[config.mk]
export PLATFORM = sky130hd
export DESIGN_NAME = wiper_store_seq
export DESIGN_NICKNAME = d
export VERILOG_FILES = /design/src/rtl/wpr_pkg.sv /design/src/rtl/wpr_delay_timer.sv /design/src/rtl/wpr_tap_decoder.sv /design/src/rtl/wiper_store_seq.sv
export SDC_FILE = /design/constraint.sdc
export NUM_CORES = 1
export LEC_CHECK = 0
export ABC_AREA = 1
export CAP_MARGIN = 40
export CORE_MARGIN = 5
export CORE_UTILIZATION = 48
export DETAILED_ROUTE_END_ITERATION = 8
export PLACE_DENSITY = 0.87
export RECOVER_POWER = 25
export SYNTH_ARGS = -nofsm -noshare
export SYNTH_HDL_FRONTEND = slang
export SYNTH_SLANG_ARGS = --single-unit
[constraint.sdc]
create_clock -name clk -period 3.67 [get_ports clk]
set_input_delay 0.734 -clock clk [delete_from_list [all_inputs] [get_ports clk]]
set_output_delay 0.734 -clock clk [all_outputs]
set_load 0.02 [all_outputs]
[src/rtl/wpr_pkg.sv]
package wpr_pkg;

  // Sequencer phases of the wiper store/recall controller.
  typedef enum logic [1:0] {
    SEQ_POWERUP = 2'd0,  // wiper parked at mid-scale, waiting for supply
    SEQ_SETTLE  = 2'd1,  // supply seen, counting recall delay
    SEQ_RUN     = 2'd2,  // accepting writes
    SEQ_PROGRAM = 2'd3   // backup register being programmed
  } seq_state_t;

endpackage

[src/rtl/wpr_delay_timer.sv]
// Loadable down-counter; expired is high while the count sits at zero.
module wpr_delay_timer #(
  parameter int CNT_W = 8
) (
  input  logic             clk,
  input  logic             rst_n,
  input  logic             load,
  input  logic [CNT_W-1:0] load_val,
  output logic             expired
);

  logic [CNT_W-1:0] cnt_q;

  always_ff @(posedge clk) begin
    if (!rst_n) begin
      cnt_q <= '0;
    end else if (load) begin
      cnt_q <= load_val;
    end else if (cnt_q != '0) begin
      cnt_q <= cnt_q - 1'b1;
    end
  end

  assign expired = (cnt_q == '0);

endmodule

[src/rtl/wpr_tap_decoder.sv]
// Binary position to one-hot tap switch select.
module wpr_tap_decoder #(
  parameter int TAP_BITS = 7,
  localparam int TAPS    = 2 ** TAP_BITS
) (
  input  logic [TAP_BITS-1:0] code,
  output logic [TAPS-1:0]     sel
);

  for (genvar i = 0; i < TAPS; i++) begin : g_tap
    assign sel[i] = (code == TAP_BITS'(i));
  end

endmodule

[src/rtl/wiper_store_seq.sv]
module wiper_store_seq
  import wpr_pkg::*;
#(
  parameter int                  TAP_BITS      = 7,
  parameter int                  RECALL_CYCLES = 1250000,  // must be >= 1
  parameter int                  PROG_CYCLES   = 1250000,  // must be >= 1
  parameter logic [TAP_BITS-1:0] STORE_INIT    = '0
) (
  input  logic                     clk,
  input  logic                     rst_n,
  input  logic                     supply_ok,
  input  logic                     wr_valid,
  output logic                     wr_ready,
  input  logic                     wr_nv,
  input  logic [TAP_BITS:0]        wr_data,
  output logic                     busy,
  output logic [TAP_BITS-1:0]      wiper,
  output logic [TAP_BITS-1:0]      stored,
  output logic [(2**TAP_BITS)-1:0] tap_sel
);

  localparam logic [TAP_BITS-1:0] MID_CODE = TAP_BITS'(1) << (TAP_BITS - 1);
  localparam int RC_W = $clog2(RECALL_CYCLES + 1);
  localparam int PC_W = $clog2(PROG_CYCLES + 1);
  localparam logic [RC_W-1:0] RC_LOAD = RC_W'(RECALL_CYCLES - 1);
  localparam logic [PC_W-1:0] PC_LOAD = PC_W'(PROG_CYCLES - 1);

  seq_state_t          state_q, state_d;
  logic [TAP_BITS-1:0] wiper_q, stored_q, stage_q;
  logic                rc_load, rc_expired;
  logic                pc_load, pc_expired;
  logic                take, recall_fire, commit_fire;

  // Settle-delay timer for the power-up recall.
  wpr_delay_timer #(.CNT_W(RC_W)) u_recall_tmr (
    .clk      (clk),
    .rst_n    (rst_n),
    .load     (rc_load),
    .load_val (RC_LOAD),
    .expired  (rc_expired)
  );

  // Programming-period timer for backup writes.
  wpr_delay_timer #(.CNT_W(PC_W)) u_prog_tmr (
    .clk      (clk),
    .rst_n    (rst_n),
    .load     (pc_load),
    .load_val (PC_LOAD),
    .expired  (pc_expired)
  );

  assign wr_ready    = (state_q == SEQ_RUN);
  assign busy        = (state_q == SEQ_PROGRAM);
  assign take        = wr_valid && wr_ready;
  assign recall_fire = (state_q == SEQ_SETTLE) && supply_ok && rc_expired;
  assign commit_fire = (state_q == SEQ_PROGRAM) && pc_expired;

  always_comb begin
    state_d = state_q;
    rc_load = 1'b0;
    pc_load = 1'b0;
    unique case (state_q)
      SEQ_POWERUP: begin
        if (supply_ok) begin
          state_d = SEQ_SETTLE;
          rc_load = 1'b1;
        end
      end
      SEQ_SETTLE: begin
        if (!supply_ok) begin
          state_d = SEQ_POWERUP;
        end else if (rc_expired) begin
          state_d = SEQ_RUN;
        end
      end
      SEQ_RUN: begin
        if (take && wr_nv) begin
          state_d = SEQ_PROGRAM;
          pc_load = 1'b1;
        end
      end
      SEQ_PROGRAM: begin
        if (pc_expired) begin
          state_d = SEQ_RUN;
        end
      end
      default: state_d = SEQ_POWERUP;
    endcase
  end

  always_ff @(posedge clk) begin
    if (!rst_n) begin
      state_q  <= SEQ_POWERUP;
      wiper_q  <= MID_CODE;
      stored_q <= STORE_INIT;
      stage_q  <= '0;
    end else begin
      state_q <= state_d;
      if (recall_fire) begin
        wiper_q <= stored_q;
      end else if (take) begin
        wiper_q <= wr_data[TAP_BITS-1:0];
      end
      if (take && wr_nv) begin
        stage_q <= wr_data[TAP_BITS-1:0];
      end
      if (commit_fire) begin
        stored_q <= stage_q;
      end
    end
  end

  assign wiper  = wiper_q;
  assign stored = stored_q;

  wpr_tap_decoder #(.TAP_BITS(TAP_BITS)) u_tap_dec (
    .code (wiper_q),
    .sel  (tap_sel)
  );

endmodule

==> results by group, run 1 <==
STA
  • Final-report hold violation count: 0
  • Max_slew headroom: 45.3%
  • Worst clock skew: 11.6 ps
  • Final setup TNS: 0 ps
  • Post-layout min period: 3100 ps
  • F_max: 322 MHz
  • Unrepaired setup endpoints after global routing: no
  • Max Transition Viols Final: 0
  • Slack of the critical path: around 570 ps
  • Worst Max-Slew Pin Slew: 818 ps
  • Final period util: 84.5%
  • # setup viols final: 0

Routing
  • Initial DRC Count: between 300 and 400
  • Post-DRT Antenna Nets: 0
  • Drt drc: 0
  • Pre-Repair DR Iteration Count: 6
  • Detailed Route WL: 14.6 mm
  • DR WL/cell: 15.5 um
  • Vias/cell: 5.38
  • Top Metal Used: met4
  • Met2 Routed Length: 7.40 mm
  • WL met3: 1.25 mm
  • M1 WL: 5.68 mm
  • Via count: 5053

Critical path
  • Reg2reg setup slack: between 1000 and 1500 ps
  • Worst-path fanout max: 16
  • R2R Path End: u_prog_tmr.cnt_q[4]$_SDFFE_PP0P_
  • WP data arrival: 2370 ps
  • Setup crit end kind: primary output
  • Crit start category: flop
  • Worst R2R Path Depth: 6
  • R2R Path Start: state_q[0]$_SDFFE_PN0P_
  • Critical setup path kind: reg -> out
  • CP required: 2940 ps

Yosys
  • Syn. warnings: 0
  • Syn_area_per_cell: 5.98 um^2
  • Largest cells by area after synthesis: dfxtp_1, nor2_1, nand2_1
  • Seq/Total Area, Yosys: 31.9%
  • Area leader, netlist: dfxtp_1
  • Synth cell types: 33
  • Top-area cell type share of the netlist area: 31.9%
  • Synth Instances: 682
  • Synth Cell Area: 4080 um^2
  • #FFs+latches synth: 65
  • Synth Net Count: 699

Flow run
  • Max-Cap Viols: 0

Hold path
  • Worst hold start: stage_q[4]$_SDFFE_PN0P_
  • Hold EP: stage_q[4]$_SDFFE_PN0P_
  • WHS Path Cells: 2
  • Min-Delay Path Class: reg -> reg

Clock tree
  • Post-CTS sizing: 0
  • Htree depth: 3
  • Clock Latency Late Sink: 350 ps
  • Post-CTS Setup Bufs: 0
  • CTS clk-pin slew, worst paths: 70 ps
  • CTS tree: yes
  • CTS max path bufs: 2
  • Hold buffers post-CTS: 0
  • CTS root buf: clkbuf_8
  • TritonCTS Buffers: 9
  • Clock Sink Count: 65

Layout
  • Syn-to-layout area delta: 42.6%
  • Layout Utilization: 70.5%
  • Most common cell after layout, fill and taps aside: nor2_1
  • Cell area after layout: just under 6000 um^2
  • Antenna diodes: 0
  • Final-stage net count: 847
  • Most frequent cells in the layout: nor2_1, clkdlybuf4s50_1, nand2_1
  • Layout cells sized above 1: 4.31%

Power and ir drop
  • Sw Pwr: roughly 1.6 mW
  • Max VDD drop: 0.453 mV
  • Pwr/cell area: 579 nW/um^2
  • Cell Int Power: 1.79 mW
  • Comb pwr share: 52.2%
  • P_leak: 2.38 nW
  • Sequential Power Share: a little under a third
  • Sw frac: between 40% and 50%
  • Clock power frac: 16.2%
  • Total power: 3.37 mW

GRT
  • GRT overflow: 0
  • Largest net degree at the start of global routing: 28
  • Antenna violations before repair: 0
  • First-pass GRT wire length: 22.9 mm
  • Total track usage: 27.3%
  • Vias in the first global route: 4699

Placement
  • Gpl congestion: 0.968
  • Number of port buffers: around 160
  • DP Wirelength: 11.2 mm
  • Setup slack at placement: 979 ps
  • Dpl cell area: 5670 um^2

Run status
  • Outcome: complete, no violations

Floorplanning
  • # IOs: approximately 160
  • Die Area: 10400 um^2
  • Number of placement rows: 33
  • Die X-Extent: between 100 and 150 um
  • Initial Util: 49.4%
  • Chip Height: ~100 um
  • Core area: 8260 um^2
==> critical path: stages (launching register included) <==
cell and delay, ps:
dfxtp_1 450, nand3_1 630, nor2_1 290, clkdlybuf4s50_1 640
==> routing by layer <==
metal	GRT usage, %	vias up
li1	-	2443
met4	8.58	0
met2	48.5	247
met3	6.55	26
met5	0	-
met1	32.3	2337
==> Yosys cell counts <==
cell type and instances:
nand2_1 118, nand4_1 4, o21a_1 1, xor2_1 8, nand3_2 5, nor3_4 1
nor2_2 4, o21ai_1 3, a211oi_1 1, buf_4 1, nand3_1 61, nand3_4 1
a31oi_1 1, inv_1 49, nor2_4 1, nand3b_1 6, inv_2 6, o21ai_0 17
xnor2_1 9, buf_2 3, nor2_1 243, nor3b_1 2, a21oi_1 32, ha_1 4
buf_6 3, nor3_1 7, nor3_2 1, nand2_2 3, clkbuf_1 12, dfxtp_1 65
or2_1 1, and3_1 1, or2_2 8
==> cell families (layout without fill, tap and decap cells) <==
| family | count (synthesis) | in the layout | synth area share (%) |
|---|---|---|---|
| AO/OA/AOI/OAI | 55 | 55 | 6.90 |
| XOR/XNOR | 17 | 17 | 3.65 |
| adder cells (fa/ha/maj) | 4 | 4 | 1.23 |
| buffers and inverters | 74 | 227 | 7.54 |
| flip-flops | 65 | 65 | 31.9 |
| AND/OR/NAND/NOR | 467 | 467 | 48.8 |
==> power by group through the flow <==
| stage | Combinational [mW] | Clock, mW | Sequential (mW) |
|---|---|---|---|
| 3_3_place_gp | 1.67 | 0 | 1.06 |
| 3_5_place_dp | 1.73 | 0 | 1.07 |
| 5_1_grt | 1.98 | 0.587 | 1.09 |
| 2_1_floorplan | 1.38 | 0 | 1.04 |
| 6_report | 1.76 | 0.546 | 1.06 |
| 4_1_cts | 1.76 | 0.550 | 1.06 |
==> metrics by stage <==
stage / hold WS [ps] / std cells
floorplan: 448 / 682
global placement: 459 / 924
detailed placement: 469 / 924
CTS: 484 / 940
global route: 517 / 940
finish: 485 / 940
==> flip-flops by register name (all words and copies together), names as in the netlist <==
| name | count |
|---|---|
| state_q | 2 |
| u_recall_tmr.cnt_q | 21 |
| stored | 7 |
| wiper | 7 |
| u_prog_tmr.cnt_q | 21 |
| stage_q | 7 |
==> worst max-delay path by stage <==
stage,startpoint,to,slack (ps),depth (start not counted)
global placement,wiper[5]$_SDFFE_PN0P_,tap_sel[3],1020,4
floorplan,wiper[4]$_SDFFE_PN0P_,tap_sel[112],1640,3
global route,wiper[6]$_SDFFE_PN1P_,tap_sel[53],410,4
detailed placement,wiper[5]$_SDFFE_PN0P_,tap_sel[15],980,4
CTS,wiper[5]$_SDFFE_PN0P_,tap_sel[15],600,4
finish,wiper[5]$_SDFFE_PN0P_,tap_sel[53],570,3
==> layout make-up <==
cell class	instances	area [um^2]
fill	719	2440
sequential	65	1300
clock inverter	3	15.0
multi-input combinational	543	2450
timing repair buffer	156	1560
tap	105	131
clock buffer	13	159
inverter	55	206
No activity file was read; power rests on OpenSTA's default activity.
==> run 2: changes to the inputs <==
CORE_UTILIZATION = 40   (was 48)
PLACE_DENSITY = 0.77   (was 0.87)
clock period = 2.7 ns   (was 3.67 ns; I/O delays follow)
==> run 2 against run 1 <==
  * Total power rose by 40%
  * Worst setup slack worse by 500 ps
  * Largest cell class unchanged
  * Global-route usage shrank 4.1 points
  * Critical endpoint is now tap_sel[121]
  * Clock-buffer cell count down 1
==> results by group, run 2 (synthesis results as in run 1) <==
Critical path
  • Crit start category: flop
  • Crit path from: wiper[0]$_SDFFE_PN0P_
  • Worst-path fanout max: 8 (-8)
  • Critical setup path kind: reg -> out
  • CP required: 2160 ps (-780 ps)
  • R2R Path Start: state_q[0]$_SDFFE_PN0P_
  • WP data arrival: 2090 ps (-280 ps)
  • CP max-delay cell: clkdlybuf4s50_1
  • Crit-path cells: inv_1, nor2_2, nand2_1, nor2_1, clkdlybuf4s50_1
  • CP peak stage delay: 630 ps (about the same)
  • Setup crit end kind: primary output

STA
  • # setup viols final: 0 (unchanged)
  • Post-layout min period: 2630 ps
  • Final period util: 97.5%
  • Unrepaired setup endpoints after global routing: yes
  • Slack of the critical path: 66.5 ps (-501 ps)
  • Worst Max-Slew Pin Slew: 651 ps (-167 ps)
  • Max_slew headroom: 56.5% (+11 points)
  • Final-report hold violation count: 0 (unchanged)
  • F_max: about 380 MHz
  • Final setup TNS: 0 ps (unchanged)
  • Max Transition Viols Final: 0 (unchanged)
  • Worst clock skew: 11.8 ps (+0.215 ps)

Clock tree
  • Hold buffers post-CTS: 0 (unchanged)
  • CTS tree: yes
  • Clock Latency Late Sink: 340 ps (about the same)
  • Clock Sink Count: 65 (unchanged)
  • Htree depth: 3 (unchanged)
  • CTS max path bufs: 2 (unchanged)
  • Post-CTS Setup Bufs: 0 (unchanged)
  • CTS clk-pin slew, worst paths: 70 ps (about the same)
  • TritonCTS Buffers: 9 (unchanged)
  • CTS root buf: clkbuf_8

Placement
  • Setup slack at placement: 371 ps (-609 ps)
  • Dpl cell area: 5790 um^2 (+2.1%)
  • Number of port buffers: 155 (unchanged)
  • DP Wirelength: 11.5 mm (+2.5%)
  • Gpl congestion: 0.952 (-1.7%)
  • Inst Count DP: 963 (+4.2%)

Floorplanning
  • Core area: 9860 um^2 (+19%)
  • Chip Height: 111 um (+8.6%)
  • Number of placement rows: 36 (+9.1%)
  • Die Area: 12300 um^2 (+18%)
  • # IOs: 157 (unchanged)
  • Die X-Extent: 111 um (+8.6%)
  • Initial Util: 41.4% (-8.0 points)

Routing
  • Via count: 4924 (-2.6%)
  • Vias/cell: 5.03 (-6.4%)
  • DR WL/cell: 15.0 um (-3.4%)
  • Pre-Repair DR Iteration Count: 5 (-1)
  • Drt drc: 0 (unchanged)
  • Initial DRC Count: 423 (+29%)
  • Post-DRT Antenna Nets: 0 (unchanged)
  • Detailed Route WL: 14.7 mm (+0.65%)

GRT
  • Largest net degree at the start of global routing: 20 (-29%)
  • Vias in the first global route: 4611 (-1.9%)
  • Total track usage: 23.2% (-4.1 points)
  • Antenna violations before repair: 0 (unchanged)
  • GRT overflow: 0 (unchanged)
  • First-pass GRT wire length: 23.8 mm (+3.7%)

Layout
  • Top Registers: u_prog_tmr.cnt_q: 21 flops, u_recall_tmr.cnt_q: 21 flops
  • Fill count: 868 (+21%)
  • Final-stage net count: 858 (+1.3%)
  • Register area: 1300 um^2 (about the same)
  • Number of cells in the finished layout apart from fillers: 979 (+4.1%)
  • Cell area after layout: 6020 um^2 (+3.5%)
  • Antenna diodes: 0 (unchanged)
  • Most common cell after layout, fill and taps aside: nor2_1
  • Most frequent cells in the layout: nor2_1, clkdlybuf4s50_1, nand2_1
  • Layout cells sized above 1: 7.68% (+3.4 points)
  • Area occupied by multi-input gates: 2480 um^2 (+1.5%)
  • Syn-to-layout area delta: 47.5%

Hold path
  • Worst hold start: stage_q[4]$_SDFFE_PN0P_
  • Min-Delay Path Class: reg -> reg

Flow run
  • Max-Cap Viols: 0 (unchanged)

Power and ir drop
  • P_leak: 2.47 nW (+3.8%)
  • Total power: 4.73 mW (+40%)
  • Max VDD drop: 0.546 mV (+20%)
  • Pwr/cell area: 785 nW/um^2 (+36%)

Run status
  • Outcome: complete, no violations
run 2: what timing repair did:
action	CTS	global route
gates resized for setup	1	18
endpoints found under the setup margin	1	102
cloned	0	0
run 2: path summary, 6_finish.rpt:
| path | depth (start not counted) | slack (ps) | endpoint |
|---|---|---|---|
| worst min register to register | 2 | 480 | stage_q[4]$_SDFFE_PN0P_ |
| worst max register to register | 6 | 400 | u_prog_tmr.cnt_q[4]$_SDFFE_PP0P_ |
| worst max-delay path | 5 | 70 | tap_sel[121] |
| worst min-delay path | 2 | 480 | stage_q[4]$_SDFFE_PN0P_ |
run 2: worst max-delay path: cells and delay by family, from the launching register on:
kind | cells | cell delay, ps
buffers and inverters | 2 | 710
flip-flops | 1 | 440
AND/OR/NAND/NOR | 3 | 600
run 2: area by class of cell:
type                    count  share of cell area, %
repair buffers            167                   27.3
multi-input cells         543                   41.3
inverters                  55                   3.43
clock buffers              12                   2.74
flip-flops and latches     65                   21.6
clock inverters             4                  0.831
well taps                 133                   2.76
run 2: metal layers:
| layer | global-route usage (%) | wire length, um | vias to the layer above |
|---|---|---|---|
| met3 | 5.13 | 864 | 39 |
| li1 | - | - | 2462 |
| met2 | 40.1 | 7160 | 189 |
| met1 | 28.1 | 6180 | 2234 |
| met4 | 8.92 | 452 | 0 |
| met5 | 0 | 0 | - |
run 2: metrics by stage:
step	util (%)	hold slack, ps
floorplan	-	448
global placement	58.7	459
detailed placement	58.7	470
CTS	60.9	485
global route	61.0	522
finish	61.0	480
run 2: report_power, final:
group          switching, mW  internal [mW]
Sequential             0.247           1.20
Clock                  0.380          0.500
Combinational           1.52          0.875
Total                   2.15           2.58
